<file path="src/rtl/route_icu.sv">
module route_icu #(
  parameter int NLINE = 5
) (
  input  logic             clk,
  input  logic             rst_n,
  input  logic [15:0]      src_a,
  input  logic [15:0]      src_b,
  input  logic             bus_win,
  input  logic [4:0]       bus_off,
  input  logic             bus_wr,
  input  logic             bus_rd,
  input  logic [15:0]      bus_wdata,
  output logic [15:0]      bus_rdata,
  output logic [NLINE-1:0] irq_out
);
  localparam logic [4:0]  OFF_PEND = 5'h00;
  localparam logic [4:0]  OFF_ASG0 = 5'h04;
  localparam logic [4:0]  OFF_ASG1 = 5'h06;
  localparam logic [4:0]  OFF_MSKA = 5'h0C;
  localparam logic [4:0]  OFF_ASG2 = 5'h1C;
  localparam logic [4:0]  OFF_ASG3 = 5'h1E;
  localparam logic [4:0]  OFF_MSKB = 5'h06;
  localparam logic [4:0]  FV_FULL  = 5'b11111;
  localparam logic [4:0]  FV_ASG1  = 5'b01101;
  localparam logic [15:0] DEF_ASG0 = 16'h0040;
  localparam logic [15:0] DEF_ASG2 = 16'h0002;

  logic [15:0] mask_a, mask_b;
  logic [15:0] asg0, asg1, asg2, asg3;
  logic [15:0] act_a, act_b;
  logic [2:0]  code_a [16];
  logic [2:0]  code_b [16];
  logic [NLINE-1:0] irq_nxt;
  logic [15:0] rd_mux;

  function automatic logic [15:0] clean(input logic [15:0] d, input logic [4:0] fv);
    logic [15:0] r;
    r = '0;
    for (int k = 0; k < 5; k++)
      if (fv[k] && d[3*k +: 3] <= 3'd4) r[3*k +: 3] = d[3*k +: 3];
    return r;
  endfunction

  assign act_a = src_a & mask_a;
  assign act_b = src_b & mask_b;

  always_comb begin
    for (int i = 0; i < 16; i++) begin
      code_a[i] = 3'd0;
      code_b[i] = 3'd0;
    end
    code_a[0]  = asg0[2:0];
    code_a[1]  = asg0[5:3];
    code_a[2]  = asg0[8:6];
    code_a[3]  = asg0[11:9];
    code_a[8]  = asg0[14:12];
    code_a[9]  = asg1[2:0];
    code_a[11] = asg1[8:6];
    code_a[12] = asg1[11:9];
    code_b[0]  = asg2[2:0];
    code_b[1]  = asg2[5:3];
    code_b[3]  = asg2[8:6];
    code_b[4]  = asg2[11:9];
    code_b[5]  = asg2[14:12];
    for (int k = 0; k < 5; k++) code_b[6+k] = asg3[3*k +: 3];
  end

  always_comb begin
    irq_nxt = '0;
    for (int j = 0; j < NLINE; j++)
      for (int i = 0; i < 16; i++)
        if ((act_a[i] && code_a[i] == 3'(j)) || (act_b[i] && code_b[i] == 3'(j)))
          irq_nxt[j] = 1'b1;
  end

  always_comb begin
    rd_mux = '0;
    if (!bus_win) begin
      case (bus_off)
        OFF_PEND: rd_mux = src_a;
        OFF_ASG0: rd_mux = asg0;
        OFF_ASG1: rd_mux = asg1;
        OFF_MSKA: rd_mux = mask_a;
        OFF_ASG2: rd_mux = asg2;
        OFF_ASG3: rd_mux = asg3;
        default:  rd_mux = '0;
      endcase
    end else begin
      case (bus_off)
        OFF_PEND: rd_mux = src_b;
        OFF_MSKB: rd_mux = mask_b;
        default:  rd_mux = '0;
      endcase
    end
  end

  always_ff @(posedge clk or negedge rst_n) begin
    if (!rst_n) begin
      mask_a    <= '0;
      mask_b    <= '0;
      asg0      <= DEF_ASG0;
      asg1      <= '0;
      asg2      <= DEF_ASG2;
      asg3      <= '0;
      irq_out   <= '0;
      bus_rdata <= '0;
    end else begin
      if (bus_wr) begin
        if (!bus_win) begin
          case (bus_off)
            OFF_MSKA: mask_a <= bus_wdata;
            OFF_ASG0: asg0   <= clean(bus_wdata, FV_FULL);
            OFF_ASG1: asg1   <= clean(bus_wdata, FV_ASG1);
            OFF_ASG2: asg2   <= clean(bus_wdata, FV_FULL);
            OFF_ASG3: asg3   <= clean(bus_wdata, FV_FULL);
            default: ;
          endcase
        end else if (bus_off == OFF_MSKB) begin
          mask_b <= bus_wdata;
        end
      end
      if (bus_rd) bus_rdata <= rd_mux;
      irq_out <= irq_nxt;
    end
  end
endmodule


</file>
<file path="config.mk">
export PLATFORM = sky130hd
export DESIGN_NAME = route_icu
export DESIGN_NICKNAME = d
export VERILOG_FILES = /design/src/rtl/route_icu.sv
export SDC_FILE = /design/constraint.sdc
export NUM_CORES = 1
export LEC_CHECK = 0
export BUFFER_PORTS_ARGS = -buffer_cell sky130_fd_sc_hd__buf_2
export CAP_MARGIN = 20
export CELL_PAD_IN_SITES_DETAIL_PLACEMENT = 1
export CELL_PAD_IN_SITES_GLOBAL_PLACEMENT = 1
export CORE_MARGIN = 2
export CORE_UTILIZATION = 40
export CTS_CLUSTER_SIZE = 12
export DETAILED_ROUTE_END_ITERATION = 10
export GPL_TIMING_DRIVEN = 0
export PLACE_DENSITY_LB_ADDON = 0.3
export SLEW_MARGIN = 15
export SYNTH_ARGS = -nofsm -noshare
export SYNTH_HDL_FRONTEND = slang
export SYNTH_SLANG_ARGS = --single-unit
</file>
<file path="constraint.sdc">
create_clock -name clk -period 1.6 [get_ports clk]
set_input_delay 0.32 -clock clk [delete_from_list [all_inputs] [get_ports clk]]
set_output_delay 0.32 -clock clk [all_outputs]
set_load 0.01 [all_outputs]
</file>
==> results of run 1 <==
-- logic make-up (layout without fill, tap and decap cells) --
group / after synthesis / after routing
AOI/OAI and AO/OA: 177 / 177
muxes: 60 / 60
and+or+nand+nor: 219 / 219
DFF: 107 / 107
buffers and inverters: 47 / 168
-- area by class of cell --
cell class / instances / area, µm²
timing repair buffer: 105 / 644
multi-input combinational: 456 / 3380
buffer: 28 / 199
sequential: 107 / 2700
inverter: 19 / 71.3
clock buffer: 13 / 250
clock inverter: 3 / 25.0
tap: 184 / 230
fill: 1672 / 7150
-- sequential cells by signal, summed over array words and instances, names as in the netlist --
register,cells
bus_rdata,16
mask_b,16
irq_out,5
asg2,15
asg3,15
asg1,9
asg0,15
mask_a,16
-- how the worst max path moves through the flow --
stage,endpoint,startpoint,slack (ps),cells past startpoint
after floorplan,mask_b[10]$_DFFE_PN0P_,bus_off[2],7,7
after global placement,mask_a[14]$_DFFE_PN0P_,rst_n,-960,1
after detailed placement,bus_rdata[1]$_DFFE_PN0P_,bus_win,-770,7
after CTS,irq_out[0]$_DFF_PN0_,mask_b[6]$_DFFE_PN0P_,-180,5
after global routing,irq_out[0]$_DFF_PN0_,mask_b[6]$_DFFE_PN0P_,-220,5
final,irq_out[0]$_DFF_PN0_,mask_b[6]$_DFFE_PN0P_,-210,5
-- metrics by stage --
stage	area [µm²]	total power, mW	instances
after floorplan	6040	3.86	610
after global placement	6660	4.41	871
after detailed placement	6690	4.46	872
after CTS	7220	6.67	902
after global routing	7490	7.01	915
final	7490	6.80	915
-- cell usage after synthesis (5+ instances only) --
cell type,instances,area (µm²)
mux2_4,20,300
a22oi_1,19,143
inv_1,19,71.3
nor3_1,20,100
clkbuf_1,17,63.8
nor4b_1,12,105
a221oi_1,15,131
nand2b_1,14,87.6
a22o_1,13,114
nand4_1,9,56.3
o21ai_0,73,365
nor2b_1,5,31.3
nor2_1,22,82.6
mux2i_1,10,100
a211oi_1,5,37.5
nor3b_1,8,60.1
dfrtp_1,105,2630
a21oi_1,6,30.0
nand3_1,15,75.1
o21ai_1,14,70.1
nand2_1,69,259
nor4_1,14,87.6
nand3b_1,9,67.6
mux2_2,30,338
-- layer usage --
metal / vias up / GRT usage / share of wire
met5: - / 0 / 0
met3: 53 / 0.0776 / 0.073
li1: 2548 / - / -
met4: 0 / 0.0924 / 0.031
met1: 2988 / 0.427 / 0.43
met2: 271 / 0.489 / 0.46
-- cell usage in the layout (no fill, tap or decap), types with 4 or more instances in the layout --
cell type,Yosys,layout
nor3b_1,8,6
a211oi_1,5,4
nand2_1,69,63
mux2_4,20,20
mux2_2,30,30
a22oi_2,0,5
nand4_1,9,9
nand2_2,0,6
a221oi_1,15,7
a221oi_2,0,7
nor2_1,22,21
clkbuf_16,0,9
a32o_1,4,4
clkbuf_1,17,11
a21oi_1,6,6
nand3b_1,9,9
a22o_1,13,13
dfrtp_1,105,91
buf_6,4,4
buf_2,2,78
inv_1,19,18
dfrtp_2,0,14
o21ai_1,14,14
buf_4,4,29
a22oi_1,19,14
nand3_1,15,14
mux2i_1,10,10
nand2b_1,14,14
clkbuf_2,0,6
nor2b_1,5,5
o21ai_0,73,73
nor3_1,20,19
nor4b_1,12,12
nor4_1,14,10
-- timing repair --
item / in CTS / in global routing
hold endpoints to repair: 49 / 0
setup buffers: 12 / 13
hold buffers: 1 / 0
cloned: 1 / 0
resized for setup: 37 / 48
pin swaps: 14 / 19
endpoints found under the setup margin: 61 / 64
-- critical path, stage by stage (launching register included) --
cell       delay [ps]
dfrtp_2           460
nand2_2           100
nor4_2             40
a2111o_1          430
a2111oi_2         360
nand4_1           220
-- where the power goes --
part	total (mW)	switching, mW	internal [mW]
clock	2.15	1.05	1.11
sequential	3.38	0.396	2.99
combinational	1.26	0.697	0.560
total	6.80	2.14	4.66
==> out/qor.csv, run 1 <==
metric;value;unit
clkLatencyLatePin;370;ps
synth-simple-area-share;0.201;
grt_overflow;0;
synth_compound_area_frac;0.195;
r2r_cells;5;
r2r_setup_slack;-210;ps
maxSlewHeadroom;0.526;
numCtsBuffers;9;
drive_above_1_share;0.341;
min_to;mask_b[15]$_DFFE_PN0P_;
cts-root-buf;clkbuf_16;
cts_max_level;3;
ant_nets;0;
critPathKind;reg2reg;
ys_seq_area_frac;0.444;
crit_arrival;1980;ps
cp.required;1770;ps
irDropWorstVdd;615;µV
grt_max_degree;57;
syn_inst;610;
status;finished with violations;
worst_slack;-208;ps
drc;0;
io_buffers;77;
finalMaxSlewViolations;0;
viasPerCell;6.40;
die_area;16100;µm²
dpl.hpwl;18500;µm
grt_pass1_wl;36700;µm
die_w;127;µm
area_growth;24.2;%
tns;-536;ps
whs_path_depth;2;
drt-initial-drc-count;605;
critPathMaxFanout;2;
wire_per_inst;27.4;µm
synthXorXnorAreaFrac;0;
timing.rr.start;mask_b[6]$_DFFE_PN0P_;
post-route-min-period;1810;ps
r2r_end;irq_out[0]$_DFF_PN0_;
rsz0062_at_grt;true;
final_net_count;784;
leakage;3.23;nW
finalHoldViolations;0;
whs;211;ps
synth_edf_count;0;
yosys_warnings;0;
synthAdderAreaFrac;0;
synth.distinct_cells;59;
final_util;0.512;
drv_cap;0;
post-route-period-util;1.13;
wl;25100;µm
power_density;907;nW/µm²
synth_ff_type;dfrtp_1;
diodes;0;
syn_area;6030;µm²
min_path_type;in2reg;
antenna_found_initial;0;
grt.total_usage;0.311;
grt_pass1_vias;5894;
vias;5860;
cts_tree;done;
synth_area_per_cell;9.89;µm²
fp.dieH;127;µm
fmax;553;MHz
dp_slack;-770;ps
clock-sinks;107;
coreArea;14600;µm²
start_kind;flip-flop;
clkTransAtPathRegs;70;ps
skew;10.8;ps
start_util;0.412;
setup_viol;5;
hold_path.startpoint;bus_wdata[15];
tightest_slew;703;ps
syn_nets;668;
violations;negative setup slack;
synth_seq_cells;107;
muxShareOfSynthArea;0.122;
synth_top_family_by_area;simple AND/OR/NAND/NOR gates;
gp_congestion;0.951;
cts_buffer_depth;2;
endpoint_kind;flip-flop;
rows;44;
first_pass_iters;5;
ios;79;
ys_async_sr_fraction;1.00;
No activity file was read; power rests on OpenSTA's default activity.
==> inputs of run 2 (changes only) <==
--- a/config.mk
+++ b/config.mk
@@ -8,9 +8,9 @@
 export BUFFER_PORTS_ARGS = -buffer_cell sky130_fd_sc_hd__buf_2
 export CAP_MARGIN = 20
 export CELL_PAD_IN_SITES_DETAIL_PLACEMENT = 1
-export CELL_PAD_IN_SITES_GLOBAL_PLACEMENT = 1
+export CELL_PAD_IN_SITES_GLOBAL_PLACEMENT = 2
 export CORE_MARGIN = 2
-export CORE_UTILIZATION = 40
+export CORE_UTILIZATION = 37
 export CTS_CLUSTER_SIZE = 12
 export DETAILED_ROUTE_END_ITERATION = 10
 export GPL_TIMING_DRIVEN = 0
==> out/qor.csv, run 2 (synthesis gave the netlist of run 1 again) <==
metric;value;unit;change
grt_pass1_vias;5789;;was 5894
status;finished with violations;;unchanged
ios;79;;unchanged
rows;46;;was 44
skew;5.57;ps;was 10.8 ps
power_density;911;nW/µm²;was 907 nW/µm²
drc;0;;unchanged
grt.total_usage;0.292;;was 0.311
finalMaxSlewViolations;0;;unchanged
rsz0062_at_grt;true;;unchanged
start_kind;flip-flop;;unchanged
ant_nets;0;;unchanged
cp.required;1840;ps;was 1770 ps
grt_overflow;0;;unchanged
fillCellCount;1850;;was 1672
vias;5718;;was 5860
wl;25200;µm;was 25100 µm
clkLatencyLatePin;370;ps;about the same
pwr-share-seq;0.501;;was 0.498
gp_congestion;0.986;;was 0.951
viasPerCell;6.08;;was 6.40
worst_slack;-176;ps;was -208 ps
antenna_found_initial;0;;unchanged
clock-sinks;107;;unchanged
dp_slack;-634;ps;was -770 ps
totalPowerFinal;6.77;mW;was 6.80 mW
fp.dieH;132;µm;was 127 µm
switching_share;0.322;;was 0.315
dpl.hpwl;19300;µm;was 18500 µm
tightest_slew;659;ps;was 703 ps
post-route-period-util;1.11;;was 1.13
endpoint_kind;flip-flop;;unchanged
cts-root-buf;clkbuf_16;;unchanged
drt-initial-drc-count;555;;was 605
wire_per_inst;26.7;µm;was 27.4 µm
cts_tree;done;;unchanged
p_clk_frac;0.323;;was 0.317
io_buffers;77;;unchanged
cts_max_level;3;;unchanged
tns;-402;ps;was -536 ps
finalHoldViolations;0;;unchanged
die_w;132;µm;was 127 µm
start_util;0.380;;was 0.412
critPathMaxFanout;2;;unchanged
cts_buffer_depth;2;;unchanged
setup_viol;5;;unchanged
final_net_count;778;;was 784
grt_max_degree;56;;was 57
violations;negative setup slack;;unchanged
post-route-min-period;1780;ps;was 1810 ps
coreArea;15900;µm²;was 14600 µm²
irDropWorstVdd;536;µV;was 615 µV
diodes;0;;unchanged
p_switching;2.18;mW;was 2.14 mW
drv_cap;0;;unchanged
clkTransAtPathRegs;80;ps;was 70 ps
place_inst;904;;was 872
leakage;3.20;nW;was 3.23 nW
first_pass_iters;6;;was 5
drive_above_1_share;0.332;;was 0.341
layout_commonest_cell;dfrtp_1;;unchanged
whs;220;ps;was 211 ps
min_path_type;in2reg;;unchanged
critPathKind;reg2reg;;unchanged
crit_arrival;2020;ps;was 1980 ps
grt_pass1_wl;37400;µm;was 36700 µm
maxSlewHeadroom;0.554;;was 0.526
final_cell_mix;dfrtp_1 (89), buf_2 (80), o21ai_0 (71);;was dfrtp_1 (91), buf_2 (78), o21ai_0 (73)
largestRegisters;bus_rdata: 16 flops, mask_a: 16 flops, mask_b: 16 flops;;unchanged
intPower;4.59;mW;was 4.66 mW
numCtsBuffers;9;;unchanged
combPwrFrac;0.176;;was 0.185
fin_cells;941;;was 915
area_growth;23.1;%;was 24.2%
fmax;563;MHz;was 553 MHz
die_area;17300;µm²;was 16100 µm²
==> run 2: changes by cell type in the layout (fill, tap and decap cells not counted), moves of 2 or more <==
cell	before	now
a22oi_1	14	17
inv_6	0	3
a22oi_2	5	2
o21ai_0	73	71
clkbuf_1	11	9
dfrtp_2	14	16
o21ai_1	14	16
dfrtp_1	91	89
clkbuf_2	6	4
buf_4	29	22
buf_2	78	80
==> run 2: final timing paths <==
check                      cells after the start                startpoint  slack [ps]                        to
min                                            2             bus_wdata[15]         220    mask_a[15]$_DFFE_PN0P_
max in group asynchronous                      3                     rst_n         430     mask_b[3]$_DFFE_PN0P_
max reg2reg                                    5     mask_a[2]$_DFFE_PN0P_        -180  bus_rdata[2]$_DFFE_PN0P_
min reg2reg                                    2  bus_rdata[6]$_DFFE_PN0P_         510  bus_rdata[6]$_DFFE_PN0P_
max                                            5     mask_a[2]$_DFFE_PN0P_        -180  bus_rdata[2]$_DFFE_PN0P_
min in group asynchronous                      2                     rst_n         470     mask_b[6]$_DFFE_PN0P_
==> run 2: timing repair <==
item | 4_1_cts | 5_1_grt
endpoints found under the setup margin | 54 | 64
resized for setup | 41 | 38
pin swaps | 10 | 18
endpoints found under the hold margin | 52 | 0
hold buffers | 1 | 0
buffers inserted | 8 | 11
cloned | 1 | 0
==> run 2: final cells by class <==
class,count,area (µm²),share of cell area
inverter,19,71.3,0.00960
timing repair buffer,99,612,0.0823
sequential,107,2700,0.363
buffer,28,195,0.0263
multi-input combinational,456,3310,0.445
tap,216,270,0.0364
clock buffer,10,229,0.0308
clock inverter,6,47.5,0.00640
==> run 2: critical path, cell delays in order, from the launching register on <==
cell	delay, ps
dfrtp_1	420
buf_4	160
mux2_2	260
a22o_1	190
a221oi_1	520
o21ai_1	100
==> run 2: layer usage <==
metal,vias to the layer above,global-route usage,part of all wire
met5,-,0,0
met2,229,0.439,0.44
met4,0,0.127,0.040
li1,2533,-,-
met3,50,0.0586,0.065
met1,2906,0.409,0.45
==> run 2: power groups by stage <==
stage	sequential, mW	clock (mW)	combinational [mW]
final	3.39	2.19	1.19
after global routing	3.42	2.33	1.29
after CTS	3.36	2.23	1.14
after detailed placement	3.41	0	1.07
after global placement	3.40	0	1.03
after floorplan	3.26	0	0.596
==> run 2: through the flow <==
| stage | utilization | area [µm²] |
|---|---|---|
| after floorplan | - | 6040 |
| after global placement | 0.422 | 6700 |
| final | 0.468 | 7430 |
| after detailed placement | 0.424 | 6730 |
| after CTS | 0.454 | 7220 |
| after global routing | 0.468 | 7430 |
==> inputs of run 3 (changes only) <==
==> constraint.sdc (replaced) <==
create_clock -name clk -period 1.8 [get_ports clk]
set_input_delay 0.36 -clock clk [delete_from_list [all_inputs] [get_ports clk]]
set_output_delay 0.36 -clock clk [all_outputs]
set_load 0.01 [all_outputs]
==> out/qor.csv, run 3 (synthesis gave the netlist of run 1 again) <==
metric;value;unit;change
clkLatencyLatePin;360;ps;was 370 ps
status;finished with violations;;unchanged
rows;46;;unchanged
cts_max_level;3;;unchanged
critPathMaxFanout;10;;was 2
min_path_type;in2reg;;unchanged
final_net_count;758;;was 778
violations;negative setup slack;;unchanged
layout_commonest_cell;dfrtp_1;;unchanged
drive_above_1_share;0.254;;was 0.332
area_growth;17.6;%;was 23.1%
finalHoldViolations;0;;unchanged
drv_cap;0;;unchanged
whs_path_depth;2;;unchanged
antenna_found_initial;0;;unchanged
grt_overflow;0;;unchanged
dpl.hpwl;19100;µm;was 19300 µm
critPathKind;in2reg;;was reg2reg
cp.required;2020;ps;was 1840 ps
cp_cell_sequence;buf_2 > buf_4 > nand3b_1 > nor2_4 > buf_2 > a221oi_1 > o21ai_1;;was buf_4 > mux2_2 > a22o_1 > a221oi_1 > o21ai_1
drt-initial-drc-count;433;;was 555
grt_max_degree;62;;was 56
grt_pass1_vias;5839;;was 5789
final_cell_mix;dfrtp_1 (104), buf_2 (79), o21ai_0 (73);;was dfrtp_1 (89), buf_2 (80), o21ai_0 (71)
first_pass_iters;5;;was 6
fmax;553;MHz;
leakage;3.07;nW;was 3.20 nW
worst_slack;-7.20;ps;was -176 ps
drc;0;;unchanged
critPathMaxStageDelay;650;ps;was 520 ps
postCtsSetupRepairBufs;0;;was 8
crit_arrival;2030;ps;was 2020 ps
skew;6.78;ps;was 5.57 ps
totalPowerFinal;6.09;mW;was 6.77 mW
gp_congestion;0.978;;was 0.986
cts_buffer_depth;2;;unchanged
numCtsBuffers;9;;unchanged
crit_slowest_cell;a221oi_1;;unchanged
r2r_cells;5;;unchanged
endpoint_kind;flip-flop;;unchanged
tightest_slew;680;ps;was 659 ps
setup_viol;1;;was 5
clock-sinks;107;;unchanged
clkTransAtPathRegs;70;ps;was 80 ps
coreArea;15900;µm²;unchanged
post-route-min-period;1810;ps;
fp.dieH;132;µm;unchanged
cpMostUsedCell;buf_2;;
fillCellCount;1866;;was 1850
die_area;17300;µm²;unchanged
irDropWorstVdd;527;µV;was 536 µV
power_density;858;nW/µm²;was 911 nW/µm²
ant_nets;0;;unchanged
diodes;0;;unchanged
largestRegisters;bus_rdata: 16 flops, mask_a: 16 flops, mask_b: 16 flops;;unchanged
grt_pass1_wl;37000;µm;was 37400 µm
ios;79;;unchanged
cts_tree;done;;unchanged
finalMaxSlewViolations;0;;unchanged
vias;5594;;was 5718
post-route-period-util;1.00;;
die_w;132;µm;unchanged
grt.total_usage;0.286;;was 0.292
wire_per_inst;26.6;µm;was 26.7 µm
cts-root-buf;clkbuf_16;;unchanged
viasPerCell;6.07;;was 6.08
whs;258;ps;was 220 ps
maxSlewHeadroom;0.546;;was 0.554
io_buffers;77;;unchanged
wl;24500;µm;was 25200 µm
rsz0062_at_grt;true;;unchanged
start_util;0.380;;unchanged
start_kind;input port;;was flip-flop
run 3: cell count changes in the layout (fill, tap and decap cells not counted), sizes merged:
cell / change
buf: -23
bufinv: +1
clkbuf: +4
clkinv: -1
clkinvlp: +1
inv: -2
run 3: path summary, 6_finish.rpt:
check | end | from | slack (ps)
max | bus_rdata[2]$_DFFE_PN0P_ | bus_off[3] | -7
min | mask_b[15]$_DFFE_PN0P_ | bus_wdata[15] | 260
max reg2reg | irq_out[0]$_DFF_PN0_ | mask_a[14]$_DFFE_PN0P_ | 20
min reg2reg | bus_rdata[7]$_DFFE_PN0P_ | bus_rdata[7]$_DFFE_PN0P_ | 510
max in group asynchronous | asg3[3]$_DFFE_PN0P_ | rst_n | 620
min in group asynchronous | mask_a[6]$_DFFE_PN0P_ | rst_n | 490
run 3: final cells by class:
type / instances / area, µm² / share of cell area
buffer: 28 / 161 / 0.0227
clock buffer: 11 / 253 / 0.0356
clock inverter: 5 / 58.8 / 0.00828
inverter: 19 / 71.3 / 0.0100
multi-input combinational: 456 / 3170 / 0.447
sequential: 107 / 2680 / 0.378
tap: 216 / 270 / 0.0381
timing repair buffer: 79 / 429 / 0.0605
run 3: power breakdown:
group | switching, mW | leakage, nW | internal (mW)
clock | 0.941 | 0.148 | 1.16
combinational | 0.568 | 1.53 | 0.433
sequential | 0.340 | 1.39 | 2.65
total | 1.85 | 3.07 | 4.24
run 3: stage by stage:
stage | cell area, µm² | cells | setup WS (ps) | setup TNS (ps) | utilization
global route | 7100 | 921 | -35.7 | -35.7 | 0.447
CTS | 7060 | 921 | -38.8 | -38.8 | 0.444
global placement | 6690 | 903 | -874 | -110570 | 0.421
finish | 7100 | 921 | -7.20 | -7.20 | 0.447
detailed placement | 6720 | 904 | -476 | -21190 | 0.423
floorplan | 6030 | 610 | 128 | 0 | -
run 3: timing repair:
item                                    in CTS  in global routing
endpoints found under the setup margin       7                 40
resized for setup                            5                 18
hold buffers                                 1                  0
endpoints found under the hold margin       44                  0
run 3: worst max-delay path, delay by kind of cell:
family / cells / cell delay [ps]
AOI/OAI and AO/OA: 2 / 770
buffers and inverters: 3 / 580
and+or+nand+nor: 2 / 320
run 3: routing by layer:
metal | vias up | track usage | wire (µm)
met4 | 0 | 0.0942 | 570
met5 | - | 0 | 0
li1 | 2502 | - | -
met1 | 2847 | 0.402 | 11200
met2 | 213 | 0.444 | 11100
met3 | 32 | 0.0567 | 1580
